<file path="src/rtl/mbp_pkg.sv">
package mbp_pkg;
    localparam int BYTE_W = 8;
    localparam int ADDR_W = BYTE_W - 1;

    typedef logic [BYTE_W-1:0] byte_t;
    typedef logic [ADDR_W-1:0] addr_t;

    typedef enum logic [2:0] {
        ST_CMD   = 3'd0,
        ST_WDATA = 3'd1,
        ST_RDATA = 3'd2,
        ST_BURST = 3'd3,
        ST_LOCK  = 3'd4
    } port_state_e;

    function automatic logic is_write(input byte_t cmd);
        return cmd[BYTE_W-1];
    endfunction

    function automatic addr_t cmd_addr(input byte_t cmd);
        return cmd[ADDR_W-1:0];
    endfunction

    function automatic logic drives_out(input port_state_e s);
        return (s == ST_RDATA) || (s == ST_BURST) || (s == ST_LOCK);
    endfunction
endpackage

</file>
<file path="src/rtl/mbp_edges.sv">
module mbp_edges #(
    parameter int SYNC_STAGES = 2
) (
    input  logic clk,
    input  logic rst,
    input  logic ncs_i,
    input  logic sclk_i,
    input  logic mosi_i,
    output logic ncs_o,
    output logic mosi_o,
    output logic sclk_rise_o,
    output logic sclk_fall_o
);
    logic [SYNC_STAGES-1:0] ncs_q;
    logic [SYNC_STAGES-1:0] sclk_q;
    logic [SYNC_STAGES-1:0] mosi_q;
    logic                   sclk_prev;

    generate
        if (SYNC_STAGES == 1) begin : g_single
            always_ff @(posedge clk) begin
                if (rst) begin
                    ncs_q  <= '1;
                    sclk_q <= '1;
                    mosi_q <= '0;
                end else begin
                    ncs_q  <= ncs_i;
                    sclk_q <= sclk_i;
                    mosi_q <= mosi_i;
                end
            end
        end else begin : g_chain
            always_ff @(posedge clk) begin
                if (rst) begin
                    ncs_q  <= '1;
                    sclk_q <= '1;
                    mosi_q <= '0;
                end else begin
                    ncs_q  <= {ncs_q[SYNC_STAGES-2:0], ncs_i};
                    sclk_q <= {sclk_q[SYNC_STAGES-2:0], sclk_i};
                    mosi_q <= {mosi_q[SYNC_STAGES-2:0], mosi_i};
                end
            end
        end
    endgenerate

    always_ff @(posedge clk) begin
        if (rst) sclk_prev <= 1'b1;
        else     sclk_prev <= sclk_q[SYNC_STAGES-1];
    end

    assign ncs_o       = ncs_q[SYNC_STAGES-1];
    assign mosi_o      = mosi_q[SYNC_STAGES-1];
    assign sclk_rise_o = !ncs_o &&  sclk_q[SYNC_STAGES-1] && !sclk_prev;
    assign sclk_fall_o = !ncs_o && !sclk_q[SYNC_STAGES-1] &&  sclk_prev;
endmodule

</file>
<file path="src/rtl/mbp_snapshot.sv">
module mbp_snapshot
    import mbp_pkg::*;
#(
    parameter int BURST_LEN = 7,
    parameter int IDX_W     = $clog2(BURST_LEN + 1)
) (
    input  logic                        clk,
    input  logic                        rst,
    input  logic                        capture_i,
    input  logic [BURST_LEN*BYTE_W-1:0] live_i,
    input  logic [IDX_W-1:0]            sel_i,
    output byte_t                       byte_o
);
    byte_t store [BURST_LEN];

    always_ff @(posedge clk) begin
        if (rst) begin
            for (int i = 0; i < BURST_LEN; i++) store[i] <= '0;
        end else if (capture_i) begin
            for (int i = 0; i < BURST_LEN; i++) store[i] <= live_i[i*BYTE_W +: BYTE_W];
        end
    end

    // Past the last entry the selector yields zero, which feeds the lockout fill.
    always_comb begin
        byte_o = '0;
        for (int i = 0; i < BURST_LEN; i++) begin
            if (sel_i == IDX_W'(i)) byte_o = store[i];
        end
        if (capture_i) byte_o = live_i[BYTE_W-1:0];
    end
endmodule

</file>
<file path="src/rtl/mbp_txshift.sv">
module mbp_txshift
    import mbp_pkg::*;
(
    input  logic  clk,
    input  logic  rst,
    input  logic  clear_i,
    input  logic  load_i,
    input  byte_t load_val_i,
    input  logic  shift_i,
    output logic  miso_o
);
    byte_t tx_q;

    always_ff @(posedge clk) begin
        if (rst) begin
            tx_q   <= '0;
            miso_o <= 1'b0;
        end else if (clear_i) begin
            tx_q <= '0;
        end else if (load_i) begin
            tx_q <= load_val_i;
        end else if (shift_i) begin
            miso_o <= tx_q[BYTE_W-1];
            tx_q   <= {tx_q[BYTE_W-2:0], 1'b0};
        end
    end
endmodule

</file>
<file path="src/rtl/motion_burst_port.sv">
module motion_burst_port
    import mbp_pkg::*;
#(
    parameter logic [6:0] BURST_ADDR  = 7'h50,
    parameter int         BURST_LEN   = 7,
    parameter int         SYNC_STAGES = 2
) (
    input  logic                        clk,
    input  logic                        rst,
    input  logic                        ncs,
    input  logic                        sclk,
    input  logic                        mosi,
    output logic                        miso,
    output logic                        miso_oe,
    output logic [6:0]                  reg_rd_addr,
    input  logic [7:0]                  reg_rd_data,
    output logic                        reg_wr_en,
    output logic [6:0]                  reg_wr_addr,
    output logic [7:0]                  reg_wr_data,
    input  logic [BURST_LEN*8-1:0]      snap_data
);
    localparam int IDX_W = $clog2(BURST_LEN + 1);

    logic ncs_s, mosi_s, sclk_rise, sclk_fall;

    port_state_e       state;
    logic [2:0]        bit_cnt;
    logic [ADDR_W-1:0] rx_q;
    logic [IDX_W-1:0]  byte_idx;
    addr_t             wr_addr_q;
    byte_t             wr_data_q;
    logic              wr_en_q;
    logic              oe_q;

    byte_t            cmd_now;
    logic             last_bit;
    logic             is_burst_cmd;
    logic             snap_capture;
    logic [IDX_W-1:0] snap_sel;
    byte_t            snap_byte;
    logic             tx_load;
    byte_t            tx_val;
    logic             tx_shift;

    mbp_edges #(.SYNC_STAGES(SYNC_STAGES)) u_edges (
        .clk         (clk),
        .rst         (rst),
        .ncs_i       (ncs),
        .sclk_i      (sclk),
        .mosi_i      (mosi),
        .ncs_o       (ncs_s),
        .mosi_o      (mosi_s),
        .sclk_rise_o (sclk_rise),
        .sclk_fall_o (sclk_fall)
    );

    assign cmd_now      = {rx_q, mosi_s};
    assign last_bit     = sclk_rise && (bit_cnt == 3'd7);
    assign is_burst_cmd = !is_write(cmd_now) && (cmd_addr(cmd_now) == BURST_ADDR);
    assign snap_capture = last_bit && (state == ST_CMD) && is_burst_cmd;
    assign snap_sel     = snap_capture ? '0 : IDX_W'(byte_idx + 1'b1);

    mbp_snapshot #(.BURST_LEN(BURST_LEN), .IDX_W(IDX_W)) u_snap (
        .clk       (clk),
        .rst       (rst),
        .capture_i (snap_capture),
        .live_i    (snap_data),
        .sel_i     (snap_sel),
        .byte_o    (snap_byte)
    );

    always_comb begin
        tx_load = 1'b0;
        tx_val  = snap_byte;
        if (last_bit) begin
            if (state == ST_CMD && !is_write(cmd_now)) begin
                tx_load = 1'b1;
                if (!is_burst_cmd) tx_val = reg_rd_data;
            end else if (state == ST_BURST) begin
                tx_load = 1'b1;
            end
        end
    end

    assign tx_shift = sclk_fall && drives_out(state);

    mbp_txshift u_tx (
        .clk        (clk),
        .rst        (rst),
        .clear_i    (ncs_s),
        .load_i     (tx_load),
        .load_val_i (tx_val),
        .shift_i    (tx_shift),
        .miso_o     (miso)
    );

    always_ff @(posedge clk) begin
        if (rst || ncs_s) begin
            state    <= ST_CMD;
            bit_cnt  <= '0;
            byte_idx <= '0;
            oe_q     <= 1'b0;
            wr_en_q  <= 1'b0;
            if (rst) begin
                rx_q      <= '0;
                wr_addr_q <= '0;
                wr_data_q <= '0;
            end
        end else begin
            wr_en_q <= 1'b0;
            if (sclk_rise && state != ST_LOCK) begin
                rx_q    <= cmd_now[ADDR_W-1:0];
                bit_cnt <= bit_cnt + 3'd1;
                if (bit_cnt == 3'd7) begin
                    unique case (state)
                        ST_CMD: begin
                            if (is_write(cmd_now)) begin
                                state     <= ST_WDATA;
                                wr_addr_q <= cmd_addr(cmd_now);
                            end else if (is_burst_cmd) begin
                                state    <= ST_BURST;
                                byte_idx <= '0;
                                oe_q     <= 1'b1;
                            end else begin
                                state <= ST_RDATA;
                                oe_q  <= 1'b1;
                            end
                        end
                        ST_WDATA: begin
                            wr_en_q   <= 1'b1;
                            wr_data_q <= cmd_now;
                            state     <= ST_CMD;
                        end
                        ST_RDATA: begin
                            state <= ST_CMD;
                            oe_q  <= 1'b0;
                        end
                        ST_BURST: begin
                            if (byte_idx == IDX_W'(BURST_LEN - 1)) state <= ST_LOCK;
                            else byte_idx <= IDX_W'(byte_idx + 1'b1);
                        end
                        default: state <= ST_LOCK;
                    endcase
                end
            end
        end
    end

    assign reg_rd_addr = cmd_addr(cmd_now);
    assign reg_wr_en   = wr_en_q;
    assign reg_wr_addr = wr_addr_q;
    assign reg_wr_data = wr_data_q;
    assign miso_oe     = oe_q;
endmodule

</file>
<file path="config.mk">
export PLATFORM = sky130hd
export DESIGN_NAME = motion_burst_port
export DESIGN_NICKNAME = d
export VERILOG_FILES = /design/src/rtl/mbp_pkg.sv /design/src/rtl/mbp_edges.sv /design/src/rtl/mbp_snapshot.sv /design/src/rtl/mbp_txshift.sv /design/src/rtl/motion_burst_port.sv
export SDC_FILE = /design/constraint.sdc
export NUM_CORES = 1
export LEC_CHECK = 0
export ABC_AREA = 0
export BUFFER_PORTS_ARGS = -buffer_cell sky130_fd_sc_hd__buf_2
export CORE_ASPECT_RATIO = 0.9
export CORE_MARGIN = 1.5
export CORE_UTILIZATION = 50
export DETAILED_ROUTE_END_ITERATION = 6
export PLACE_DENSITY = 0.81
export SYNTH_ARGS = -nofsm -noshare
export SYNTH_HDL_FRONTEND = slang
export SYNTH_SLANG_ARGS = --single-unit
</file>
<file path="constraint.sdc">
create_clock -name clk -period 3.95 [get_ports clk]
set_clock_uncertainty 0.1 [all_clocks]
set_input_delay 0.1975 -clock clk [delete_from_list [all_inputs] [get_ports clk]]
set_output_delay 0.1975 -clock clk [all_outputs]
set_load 0.01 [all_outputs]
</file>
==> metrics.yaml <==
power_density_mw_per_mm2: 341
synth_top_area_share: 0.485
async_flop_share: 0
holdWs_ns: 0.0111
drive_gt1_frac: 0.276
clock_latency_ns: 0.38
synthTopCellsByArea: "edfxtp_1 48%, dfxtp_1 11%, and2_1 8.3%, mux2i_1 4.1%, a21oi_1 2.6%"
port_buffers: 93
globalplace.congestion: 0.822
cp_data_required_time_ns: 4.17
dpl_cell_area_sq_mm: 0.00535
clock-sinks: 105
clockBufferDepth: 2
top_usage_layer: "met2"
cts_tree: "built"
cts-root-buf: "clkbuf_8"
syn_inst: 408
final_util: 0.623
gr-usage-met1: 0.261
vias: 3441
critPathKind: "reg2reg"
grt.total_usage: 0.215
area.sequential_sq_mm: 0.00288
grt_overflow: 0
crit_path_end_kind: "register"
grt_max_degree: 31
cts_buffers: 9
pre_cts_slack_ns: 1.02
wl_mm: 10.6
arrival_ns: 3.21
maxCapViolCount: 0
rr_worst_depth: 7
design_area_sq_mm: 0.00576
setup_slack_ns: 0.957
grt_pass1_wl_mm: 16.7
mappedNetlistArea_sq_mm: 0.00483
grt_setup_unrepaired: "false"
syn_area_per_cell_sq_um: 11.8
n_fill_cell: 729
multi_input_area_sq_mm: 0.00179
synth_cell_type_count: 56
die-area_sq_mm: 0.0103
timing.final.hold_violations: 0
clk_pin_slew_ns: 0.11
grt_use_met3: 0.0447
first_global_vias: 3516
finalPower_mw: 1.97
hold_class: "in2reg"
leakage_nw: 2.38
worst_pin_slew_ns: 1.08
drc: 0
peakVddDrop_mv: 0.162
routedWlPerCell_um: 16.6
period_minus_slack_ns: 2.99
syn2layout_area_growth_pct: 19.3
setup_viol_count_final: 0
syn_nets: 481
antenna_cells: 0
final_cell_mix: "93 x buf_2, 78 x edfxtp_1, 64 x and2_1"
cp-start-kind: "register"
antenna_found_initial: 0
fmax_mhz: 334
ios: 94
core_area_sq_mm: 0.00925
outcome: "completed"
post_cts_buffers: 0
mostFrequentLayoutCell: "buf_2"
drt_iter0_drc: 202
seq_area_frac_synth: 0.597
yosys_warnings: 0
synth_edf_count: 78
relSlewSlack: 0.278
nNetsFinal: 586
timing.setup.tns_ns: 0
dp_cells: 600
slew_violations: 0
firstDrtPassIters: 4
ant_nets: 0
synth_top_cell_by_area: "edfxtp_1"
initial_utilization: 0.522
stdcell_count: 640
htreeDepth: 3
finalCritPeriodShare: 0.758
die_height_um: 96.3
hold_depth: 2
use_met2: 0.380
crit_path_max_fanout: 23
die_w_um: 107
dpl.hpwl_mm: 7.44
post_drt_via_cell_ratio: 5.38
ys.flop_type: "edfxtp_1"
row_count: 33
yosys_register_bits: 105
## Yosys cell counts, drive strengths merged (2+ instances only)
cell type,number
edfxtp,78
and2,64
nor2,29
nand2,28
dfxtp,27
a21oi,26
mux2i,20
buf,17
o21ai,16
nor2b,13
clkbuf,11
o22ai,8
a31o,6
nand3,6
nand3b,6
or2,6
nand2b,5
ha,4
inv,4
nor3,4
nor3b,3
a31oi,2
o211ai,2
o41ai,2
xnor2,2
## state kept, by name (all words and copies together), names as in the netlist
| register | flops |
|---|---|
| rx_q | 7 |
| bit_cnt | 3 |
| miso_oe | 1 |
| byte_idx | 3 |
| reg_wr_en | 1 |
| u_edges.sclk_prev | 1 |
| reg_wr_data | 8 |
| u_tx.miso_o | 1 |
| u_tx.tx_q | 8 |
| u_edges.sclk_q | 2 |
| reg_wr_addr | 7 |
| u_snap.store | 56 |
| state | 3 |
| u_edges.ncs_q | 2 |
| u_edges.mosi_q | 2 |
## layout make-up
class / count / area share
well taps: 122 / 0.0265
repair buffers: 122 / 0.129
inverters: 4 / 0.00260
multi-input cells: 271 / 0.311
clock inverters: 6 / 0.00890
clock buffers: 10 / 0.0221
flip-flops and latches: 105 / 0.500
## where the power goes
part           total [mW]  switching, mW  internal (mW)  leakage, nW
sequential           1.23         0.0154           1.21         1.02
clock               0.618          0.379          0.239       0.0879
combinational       0.118         0.0554         0.0629         1.26
## cells by family (layout without fill, tap and decap cells)
group,Yosys count,count (layout),synth area share
compound gates,71,71,0.0979
fa+ha+maj,4,4,0.0104
xor+xnor,3,3,0.00544
flops,105,105,0.597
buf+inv,32,142,0.0362
mux,22,22,0.0484
simple gates,171,171,0.205
## layer usage
metal	vias to the layer above	routed length, um	share of wire
met5	-	0	0
met4	0	164	0.015
met3	17	513	0.048
met2	112	5500	0.52
met1	1656	4450	0.42
li1	1656	-	-
## timing repair
| action | in CTS | in global routing |
|---|---|---|
| gates resized for setup | 0 | 0 |
| hold endpoints to repair | 24 | 0 |
| hold buffers | 24 | 0 |
## worst max-delay path, cell delays in order, from the launching register on
cell	delay, ns
dfxtp_1	0.78
inv_1	0.19
ha_1	0.74
nor2b_1	0.55
nand2_1	0.11
a21oi_1	0.17
nand3b_1	0.15
a31o_2	0.15
## final timing paths
path                                                   from                                 to  slack, ns
worst min register to register  u_edges.ncs_q[0]$_SDFF_PP1_        u_edges.ncs_q[1]$_SDFF_PP1_       0.32
worst max register to register     byte_idx[0]$_SDFFE_PN0P_          u_tx.tx_q[5]$_SDFFE_PN0P_       0.96
worst min-delay path                          snap_data[36]  u_snap.store[0][36]$_SDFFCE_PN0P_       0.01
worst max-delay path               byte_idx[0]$_SDFFE_PN0P_          u_tx.tx_q[5]$_SDFFE_PN0P_       0.96
No activity file was read; power rests on OpenSTA's default activity.
